$ cat src/rtl/clkmode_pkg.sv
package clkmode_pkg;

  typedef enum logic [1:0] {
    MODE_SAFE     = 2'b00,
    MODE_LOOP_INT = 2'b01,
    MODE_BYPASS   = 2'b10,
    MODE_LOOP_EXT = 2'b11
  } mode_e;

  typedef enum logic [1:0] {
    WHY_NONE = 2'b00,
    WHY_REF  = 2'b01,
    WHY_LOOP = 2'b10,
    WHY_LOSS = 2'b11
  } why_e;

  // Depth of the status synchroniser; fixed by the block's timing contract.
  localparam int SYNC_STAGES = 4;

  typedef struct packed {
    logic loadReq;
    logic loadRef;
    logic loadDiv;
    logic armRelock;
    logic clearRelock;
  } regStrobe_t;

endpackage

$ cat src/rtl/cma_regs.sv
module cma_regs
  import clkmode_pkg::*;
#(
  parameter int MULT_W = 3,
  parameter int RDIV_W = 3
) (
  input  logic              clk,
  input  logic              rstN,
  input  regStrobe_t        stb,
  input  logic [1:0]        wrReq,
  input  logic              wrRefSel,
  input  logic [MULT_W-1:0] wrMult,
  input  logic [RDIV_W-1:0] wrRdiv,
  output mode_e             reqMode,
  output logic              refSel,
  output logic              written,
  output logic [MULT_W-1:0] multVal,
  output logic [RDIV_W-1:0] rdivVal,
  output logic              relockPend
);

  always_ff @(posedge clk or negedge rstN) begin
    if (!rstN) begin
      reqMode <= MODE_SAFE;
    end else if (stb.loadReq) begin
      reqMode <= mode_e'(wrReq);
    end
  end

  always_ff @(posedge clk or negedge rstN) begin
    if (!rstN) begin
      refSel  <= 1'b0;
      written <= 1'b0;
    end else if (stb.loadRef) begin
      refSel  <= wrRefSel;
      written <= 1'b1;
    end
  end

  always_ff @(posedge clk or negedge rstN) begin
    if (!rstN) begin
      multVal <= '0;
      rdivVal <= '0;
    end else if (stb.loadDiv) begin
      multVal <= wrMult;
      rdivVal <= wrRdiv;
    end
  end

  always_ff @(posedge clk or negedge rstN) begin
    if (!rstN) begin
      relockPend <= 1'b1;
    end else if (stb.armRelock) begin
      relockPend <= 1'b1;
    end else if (stb.clearRelock) begin
      relockPend <= 1'b0;
    end
  end


  ref_locked_chk: assert property (@(posedge clk) disable iff (!rstN)
    $past(written) |-> $stable(refSel));

endmodule

$ cat src/rtl/cma_ctrl.sv
module cma_ctrl
  import clkmode_pkg::*;
#(
  parameter int MULT_W = 3,
  parameter int RDIV_W = 3
) (
  input  logic              clk,
  input  logic              rstN,
  input  logic              wrEn,
  input  logic [MULT_W-1:0] wrMult,
  input  mode_e             reqMode,
  input  logic              refSel,
  input  logic              written,
  input  logic [MULT_W-1:0] multVal,
  input  logic [RDIV_W-1:0] rdivVal,
  input  logic              relockPend,
  input  logic              extReady,
  input  logic              loopStable,
  input  logic              clkLoss,
  input  logic              loopLocked,
  output regStrobe_t        stb,
  output mode_e             actMode,
  output why_e              reason,
  output logic [RDIV_W:0]   divExp
);

  logic  extOk;
  mode_e goal;
  why_e  gateWhy;
  mode_e stage [SYNC_STAGES];
  logic  actLoop;

  // Strobes towards the register datapath
  always_comb begin
    stb.loadReq     = wrEn;
    stb.loadRef     = wrEn && !written;
    stb.loadDiv     = wrEn;
    stb.armRelock   = wrEn && (wrMult != multVal);
    stb.clearRelock = loopLocked && !stb.armRelock;
  end

  // Target selection with blocking cause
  always_comb begin
    extOk   = extReady && refSel;
    goal    = MODE_SAFE;
    gateWhy = WHY_NONE;
    unique case (reqMode)
      MODE_BYPASS: begin
        if (extOk) goal = MODE_BYPASS;
        else       gateWhy = WHY_REF;
      end
      MODE_LOOP_EXT: begin
        if (!extOk) begin
          gateWhy = WHY_REF;
        end else if (clkLoss) begin
          gateWhy = WHY_LOSS;
        end else if (!loopStable) begin
          goal    = MODE_BYPASS;
          gateWhy = WHY_LOOP;
        end else begin
          goal = MODE_LOOP_EXT;
        end
      end
      MODE_LOOP_INT: begin
        if (clkLoss)          gateWhy = WHY_LOSS;
        else if (!loopStable) gateWhy = WHY_LOOP;
        else                  goal = MODE_LOOP_INT;
      end
      default: goal = MODE_SAFE;
    endcase
  end

  // Status synchroniser
  for (genvar i = 0; i < SYNC_STAGES; i++) begin : g_sync
    if (i == 0) begin : g_head
      always_ff @(posedge clk or negedge rstN) begin
        if (!rstN) stage[i] <= MODE_SAFE;
        else       stage[i] <= goal;
      end
    end else begin : g_tail
      always_ff @(posedge clk or negedge rstN) begin
        if (!rstN) stage[i] <= MODE_SAFE;
        else       stage[i] <= stage[i-1];
      end
    end
  end

  assign actMode = stage[SYNC_STAGES-1];
  assign reason  = (reqMode == actMode) ? WHY_NONE : gateWhy;
  assign actLoop = (actMode == MODE_LOOP_INT) || (actMode == MODE_LOOP_EXT);
  assign divExp  = {1'b0, rdivVal} + {{RDIV_W{1'b0}}, actLoop && relockPend};


  bypass_ref_chk: assert property (@(posedge clk) disable iff (!rstN)
    (actMode == MODE_BYPASS) |-> $past(extOk, SYNC_STAGES));


  loop_ext_chk: assert property (@(posedge clk) disable iff (!rstN)
    (actMode == MODE_LOOP_EXT) |->
      ($past(extOk, SYNC_STAGES) && $past(loopStable, SYNC_STAGES)
       && !$past(clkLoss, SYNC_STAGES)));


  loop_int_chk: assert property (@(posedge clk) disable iff (!rstN)
    (actMode == MODE_LOOP_INT) |->
      ($past(loopStable, SYNC_STAGES) && !$past(clkLoss, SYNC_STAGES)));


  relock_arm_chk: assert property (@(posedge clk) disable iff (!rstN)
    (wrEn && (wrMult != multVal)) |=> relockPend);

endmodule

$ cat src/rtl/clk_mode_arbiter.sv
module clk_mode_arbiter
  import clkmode_pkg::*;
#(
  parameter int MULT_W = 3,
  parameter int RDIV_W = 3
) (
  input  logic              clk,
  input  logic              rstN,
  input  logic              wrEn,
  input  logic [1:0]        wrReq,
  input  logic              wrRefSel,
  input  logic [MULT_W-1:0] wrMult,
  input  logic [RDIV_W-1:0] wrRdiv,
  input  logic              extReady,
  input  logic              loopStable,
  input  logic              clkLoss,
  input  logic              loopLocked,
  output logic [1:0]        reqMode,
  output logic [1:0]        actMode,
  output logic [1:0]        reason,
  output logic              oscEnable,
  output logic [RDIV_W:0]   divExp
);

  regStrobe_t        stb;
  mode_e             reqQ;
  mode_e             actQ;
  why_e              whyQ;
  logic              refSel;
  logic              written;
  logic [MULT_W-1:0] multVal;
  logic [RDIV_W-1:0] rdivVal;
  logic              relockPend;

  cma_regs #(.MULT_W(MULT_W), .RDIV_W(RDIV_W)) u_regs (
    .clk(clk), .rstN(rstN), .stb(stb),
    .wrReq(wrReq), .wrRefSel(wrRefSel), .wrMult(wrMult), .wrRdiv(wrRdiv),
    .reqMode(reqQ), .refSel(refSel), .written(written),
    .multVal(multVal), .rdivVal(rdivVal), .relockPend(relockPend)
  );

  cma_ctrl #(.MULT_W(MULT_W), .RDIV_W(RDIV_W)) u_ctrl (
    .clk(clk), .rstN(rstN), .wrEn(wrEn), .wrMult(wrMult),
    .reqMode(reqQ), .refSel(refSel), .written(written),
    .multVal(multVal), .rdivVal(rdivVal), .relockPend(relockPend),
    .extReady(extReady), .loopStable(loopStable), .clkLoss(clkLoss),
    .loopLocked(loopLocked),
    .stb(stb), .actMode(actQ), .reason(whyQ), .divExp(divExp)
  );

  assign reqMode   = reqQ;
  assign actMode   = actQ;
  assign reason    = whyQ;
  assign oscEnable = refSel;

endmodule

$ cat config.mk
export PLATFORM = sky130hd
export DESIGN_NAME = clk_mode_arbiter
export DESIGN_NICKNAME = d
export VERILOG_FILES = /design/src/rtl/clkmode_pkg.sv /design/src/rtl/cma_regs.sv /design/src/rtl/cma_ctrl.sv /design/src/rtl/clk_mode_arbiter.sv
export SDC_FILE = /design/constraint.sdc
export NUM_CORES = 1
export LEC_CHECK = 0
export BUFFER_PORTS_ARGS = -buffer_cell sky130_fd_sc_hd__clkbuf_2
export CAP_MARGIN = 20
export CORE_MARGIN = 2
export CORE_UTILIZATION = 43
export DETAILED_ROUTE_END_ITERATION = 8
export PLACE_DENSITY = 0.67
export SETUP_SLACK_MARGIN = 0.05
export SLEW_MARGIN = 20
export SYNTH_ARGS = -nofsm -noshare
export SYNTH_HDL_FRONTEND = slang
export SYNTH_SLANG_ARGS = --single-unit
$ cat constraint.sdc
create_clock -name clk -period 4.07 [get_ports clk]
set_input_delay 0.814 -clock clk [delete_from_list [all_inputs] [get_ports clk]]
set_output_delay 0.814 -clock clk [all_outputs]
set_load 0.01 [all_outputs]
==> flow_metrics.tcl, run 1 <==
set metrics [dict create \
    status "finished clean" \
    critical_path.max_fanout 3 \
    clock_latency_ns 0.30 \
    ys_seq_area_share_pct 58.6 \
    die-area_um2 2260 \
    worst_clock_skew_ns 0.0122 \
    met2_usage_pct 18.1 \
    grtUsageTotal_pct 13.5 \
    synthTopCellsByArea "dfrtp_1, mux2_2, xor2_1, dfstp_2, ha_1" \
    cap_violations 0 \
    min_period_ns 2.41 \
    placed_cell_area_um2 955 \
    powerDensity_nw_per_um2 368 \
    root_buffer "clkbuf_4" \
    p_sw_uw 91.4 \
    cts_hold_buf 0 \
    synth-async-reset-ratio_pct 100 \
    cellLeakagePower_nw 0.501 \
    grt_pass1_wl_mm 2.01 \
    finalSetupTns_ns 0 \
    syn-instance-count 62 \
    end_kind "primary output" \
    start_util_pct 46.6 \
    drive_gt1_share_pct 49.4 \
    cts_buffers 3 \
    antenna_cells 0 \
    synth-edff-count 0 \
    worstHoldPathType "flip-flop to flip-flop" \
    clkTransAtPathRegs_ns 0.09 \
    antenna_found_initial 0 \
    synth_ff_type "dfrtp_1" \
    cts_resized 0 \
    wirelength_mm 1.23 \
    drtAntennaViolNets 0 \
    postLayoutCellArea_um2 982 \
    synth_top_area_share_pct 55.4 \
    holdWs_ns 0.358 \
    setup_viol 0 \
    die_h_um 47.5 \
    ys_warn_count 0 \
    rsz0062_at_grt "no" \
    slew_headroom_pct 69.7 \
    fin_ws_ns 1.66 \
    syn-num-nets 80 \
    io_pins 27 \
    grt_use_met1_pct 18.6 \
    grt.overflow.total 0 \
    p_int_uw 270 \
    path_class "primary input to primary output" \
    io_buffer_count 26 \
    clock_sinks 19 \
    critPathRequiredTime_ns 3.26 \
    pwr-share-clk_pct 25.1 \
    yosysTopAreaCell "dfrtp_1" \
    drc 0 \
    finalHoldViolCount 0 \
    num_vias 558 \
    clock.fmax_mhz 415 \
    switching_share_pct 25.3 \
    avgSynthCellArea_um2 13.1 \
    synth_area_um2 813 \
    core_area_um2 1750 \
    routabilityCongestion 0.624 \
    rows 15 \
    area_growth_pct 20.8 \
    crit_arrival_ns 1.59 \
    cts_tree "yes" \
    drt_iter0_drc 7 \
    cp-start-kind "primary input" \
    synth_common_cells "dfrtp_1, mux2_2, xor2_1, inv_1, nand2_1" \
    use_met3_pct 8.30 \
    peakVddDrop_uv 288 \
    vias_per_cell 4.89 \
    wl_per_cell_um 10.8 \
    ctsLongestPathBuffers 2 \
    fin_util_pct 56.3 \
    grt_pass1_vias 452 \
    fin_nets 108 \
    post-cts-setup-buffers 0 \
    dr.pass1.iters 4 \
    synth_seq_cells 19 \
    yosysMostFrequentCell "dfrtp_1" \
    grt.busiest_layer "met1" \
    dp_slack_ns 1.66 \
    cts.htree.levels 1 \
    combPwrFrac_pct 15.5 \
    period_share_pct 59.2 \
    die_w_um 47.5 \
    slew_violations 0 \
    synth_cell_types 26 \
    grt_max_degree 20 \
    seqPwrFrac_pct 59.4 \
    worst_pin_slew_ns 0.454 \
]
## through the flow
step | total power [mW] | std cells
6_report | 0.362 | 114
2_1_floorplan | 0.251 | 62
3_5_place_dp | 0.276 | 110
4_1_cts | 0.367 | 114
3_3_place_gp | 0.274 | 110
5_1_grt | 0.385 | 114
## power by group through the flow
stage / Clock (mW) / Sequential [mW] / Combinational, mW
3_5_place_dp: 0 / 0.219 / 0.0570
5_1_grt: 0.104 / 0.217 / 0.0631
3_3_place_gp: 0 / 0.218 / 0.0562
6_report: 0.0909 / 0.215 / 0.0559
4_1_cts: 0.0950 / 0.215 / 0.0572
2_1_floorplan: 0 / 0.217 / 0.0333
## layer usage
layer,share of wire (%),vias up
met2,47,17
met4,0,0
met5,0,-
met1,44,273
met3,8.4,0
li1,-,268
## cells by family (layout without fill, tap and decap cells)
group | after synthesis | after routing | share of synthesized area, %
muxes | 9 | 9 | 12.5
buffers and inverters | 6 | 33 | 3.84
DFF | 19 | 19 | 58.6
xor gates and xnor gates | 4 | 4 | 4.31
and+or+nand+nor | 13 | 13 | 10.2
AOI/OAI and AO/OA | 9 | 9 | 7.54
adders and majority gates | 2 | 2 | 3.08
## path summary, 6_finish.rpt
path,to,slack [ns],cells past startpoint,start
max in group asynchronous,u_regs.relockPend$_DFFE_PN1P_,3.29,1,rstN
worst min register to register,u_ctrl.stage[3]$_DFF_PN0_,0.36,0,u_ctrl.stage[5]$_DFF_PN0_
worst min-delay path,u_ctrl.stage[3]$_DFF_PN0_,0.36,0,u_ctrl.stage[5]$_DFF_PN0_
worst max register to register,u_ctrl.stage[6]$_DFF_PN0_,3.03,2,u_regs.reqMode[1]$_DFFE_PN0P_
worst max-delay path,reason[0],1.66,5,extReady
min in group asynchronous,u_ctrl.stage[7]$_DFF_PN0_,0.44,1,rstN
## flip-flops by register name, summed over array words and instances, names as in the netlist
register and flops:
u_ctrl.stage 6, u_regs.multVal 3, u_regs.rdivVal 3, u_ctrl.actMode 2, u_regs.reqMode 2, u_regs.refSel 1, u_regs.relockPend 1, u_regs.written 1
## worst max-delay path, stage by stage
cell and delay, ns:
clkbuf_2 0.09, and2_4 0.14, o22ai_1 0.07, a311o_1 0.35, clkbuf_2 0.13
## layout make-up
cell class / instances / area (µm²)
clock inverters: 1 / 5.00
inverters: 3 / 11.3
flip-flops and latches: 19 / 477
well taps: 25 / 31.3
multi-input cells: 37 / 305
clock buffers: 3 / 22.5
repair buffers: 26 / 130
fillers: 159 / 763
## cell usage in the layout (no fill, tap or decap), types with 2 or more instances in the layout
cell type and instances:
ha_1 2, o21ai_0 2, a21oi_1 2, dfrtp_1 18, inv_1 3, nand2_1 3
clkbuf_4 3, mux2_2 9, xor2_1 4, clkbuf_2 26
Power figures use the tool's default switching activity.
==> run 2, diff against run 1 <==
- clock period: 4.07 -> 2.5 ns (I/O delays scaled with it)
==> flow_metrics.tcl, run 2 (synthesized netlist as in run 1, its figures left out) <==
set metrics [dict create \
    status "finished clean" \
    powerDensity_nw_per_um2 601 \
    root_buffer "clkbuf_4" \
    path_cells "and2_1 -> ha_1 -> ha_1 -> xor2_1 -> clkbuf_2" \
    clkTransAtPathRegs_ns 0.11 \
    drive_gt1_share_pct 49.4 \
    num_vias 538 \
    ctsLongestPathBuffers 2 \
    mostFrequentLayoutCells "clkbuf_2, dfrtp_1, mux2_2" \
    die_h_um 47.5 \
    fin_nets 108 \
    cellLeakagePower_nw 0.501 \
    worst_clock_skew_ns 0.00917 \
    top_regs "u_ctrl.stage x6, u_regs.multVal x3, u_regs.rdivVal x3" \
    dp_cells 110 \
    cp_common_cell "ha_1" \
    grt.overflow.total 0 \
    io_pins 27 \
    rows 15 \
    critical_path.max_fanout 7 \
    vias_per_cell 4.72 \
    finalSetupTns_ns 0 \
    core_area_um2 1750 \
    io_buffer_count 26 \
    finalHoldViolCount 0 \
    die-area_um2 2260 \
    cts_hold_buf 0 \
    cts_resized 0 \
    area_growth_pct 20.8 \
    wirelength_mm 1.29 \
    worst_path_largest_cell_delay_ns 0.46 \
    slew_headroom_pct 69.8 \
    cap_violations 0 \
    grt_use_met1_pct 18.5 \
    crit_arrival_ns 1.58 \
    grtUsageTotal_pct 14.5 \
    cp_slowest_cell "dfrtp_1" \
    dr.pass1.iters 4 \
    largest_register_ffs 6 \
    drtAntennaViolNets 0 \
    routabilityCongestion 0.604 \
    cp-start-kind "flip-flop" \
    die_w_um 47.5 \
    placed_cell_area_um2 955 \
    use_met3_pct 8.30 \
    end_kind "primary output" \
    grt_pass1_vias 495 \
    period_share_pct 83.1 \
    start_util_pct 46.6 \
    worst_pin_slew_ns 0.452 \
    path_class "flip-flop to primary output" \
    min_period_ns 2.08 \
    rsz0062_at_grt "no" \
    clock.fmax_mhz 481 \
    postLayoutCellArea_um2 982 \
    antenna_cells 0 \
    clock_latency_ns 0.30 \
    grt_pass1_wl_mm 2.13 \
    antenna_found_initial 0 \
    critPathRequiredTime_ns 2.00 \
    grt.busiest_layer "met2" \
    grt_max_degree 20 \
    setup_viol 0 \
    met2_usage_pct 21.4 \
    wl_per_cell_um 11.3 \
    cts.htree.levels 1 \
    final_common_cell "clkbuf_2" \
    cts_tree "yes" \
    drt_iter0_drc 8 \
    drc 0 \
    clock_sinks 19 \
    slew_violations 0 \
    fin_cells 114 \
    post-cts-setup-buffers 0 \
    largest_register "u_ctrl.stage" \
    worstHoldPathType "primary input to async pin" \
    peakVddDrop_uv 461 \
    dpl.hpwl_um 961 \
    cts_buffers 3 \
]
==> run 2: cell counts in the layout (fill, tap and decap cells not counted) <==
No cell type changed its count.
==> run 2: worst paths after layout <==
kind                       cells after the start  slack [ns]                             to                     startpoint
setup / recovery                               5        0.42                      divExp[2]    u_ctrl.actMode[0]$_DFF_PN0_
hold / removal                                 1        0.12  u_regs.multVal[0]$_DFFE_PN0P_                           rstN
setup reg to reg                               2        1.46      u_ctrl.stage[6]$_DFF_PN0_  u_regs.reqMode[1]$_DFFE_PN0P_
hold reg to reg                                0        0.36    u_ctrl.actMode[0]$_DFF_PN0_      u_ctrl.stage[2]$_DFF_PN0_
max in group asynchronous                      1        2.04  u_regs.relockPend$_DFFE_PN1P_                           rstN
min in group clk                               0        0.36    u_ctrl.actMode[0]$_DFF_PN0_      u_ctrl.stage[2]$_DFF_PN0_
==> run 2: critical path: cells and delay by family, from the launching register on <==
kind                     cells  cell delay (ns)
XOR/XNOR                     1             0.13
adder cells (fa/ha/maj)      2             0.38
buffers and inverters        1             0.15
flip-flops                   1             0.46
AND/OR/NAND/NOR              1             0.17
==> run 2: metal layers <==
metal  routed length [µm]  vias up
met3                   81        0
li1                     -      266
met2                  599       18
met4                    0        0
met1                  610      254
met5                    0        -
==> run 2: power breakdown <==
| part | switching (mW) | leakage [nW] | internal [mW] |
|---|---|---|---|
| logic | 0.0415 | 0.249 | 0.0491 |
| clock network | 0.0905 | 0.0177 | 0.0596 |
| registers | 0.0186 | 0.235 | 0.331 |
| total | 0.151 | 0.501 | 0.440 |
==> run 2: layout make-up <==
type | instances | area (µm²)
clock inverter | 1 | 5.00
tap | 25 | 31.3
multi-input combinational | 37 | 305
timing repair buffer | 26 | 130
sequential | 19 | 477
inverter | 3 | 11.3
clock buffer | 3 | 22.5
fill | 153 | 763
==> run 2: per-stage QoR <==
| step | util [%] | worst slack [ns] | hold WS [ns] | power [mW] |
|---|---|---|---|---|
| 6_report | 56.3 | 0.422 | 0.124 | 0.591 |
| 5_1_grt | 56.3 | 0.278 | 0.136 | 0.637 |
| 4_1_cts | 56.3 | 0.373 | 0.127 | 0.603 |
| 3_5_place_dp | 54.7 | 0.708 | 0.335 | 0.449 |
| 3_3_place_gp | 54.7 | 0.738 | 0.334 | 0.446 |
| 2_1_floorplan | - | 0.862 | 0.204 | 0.408 |
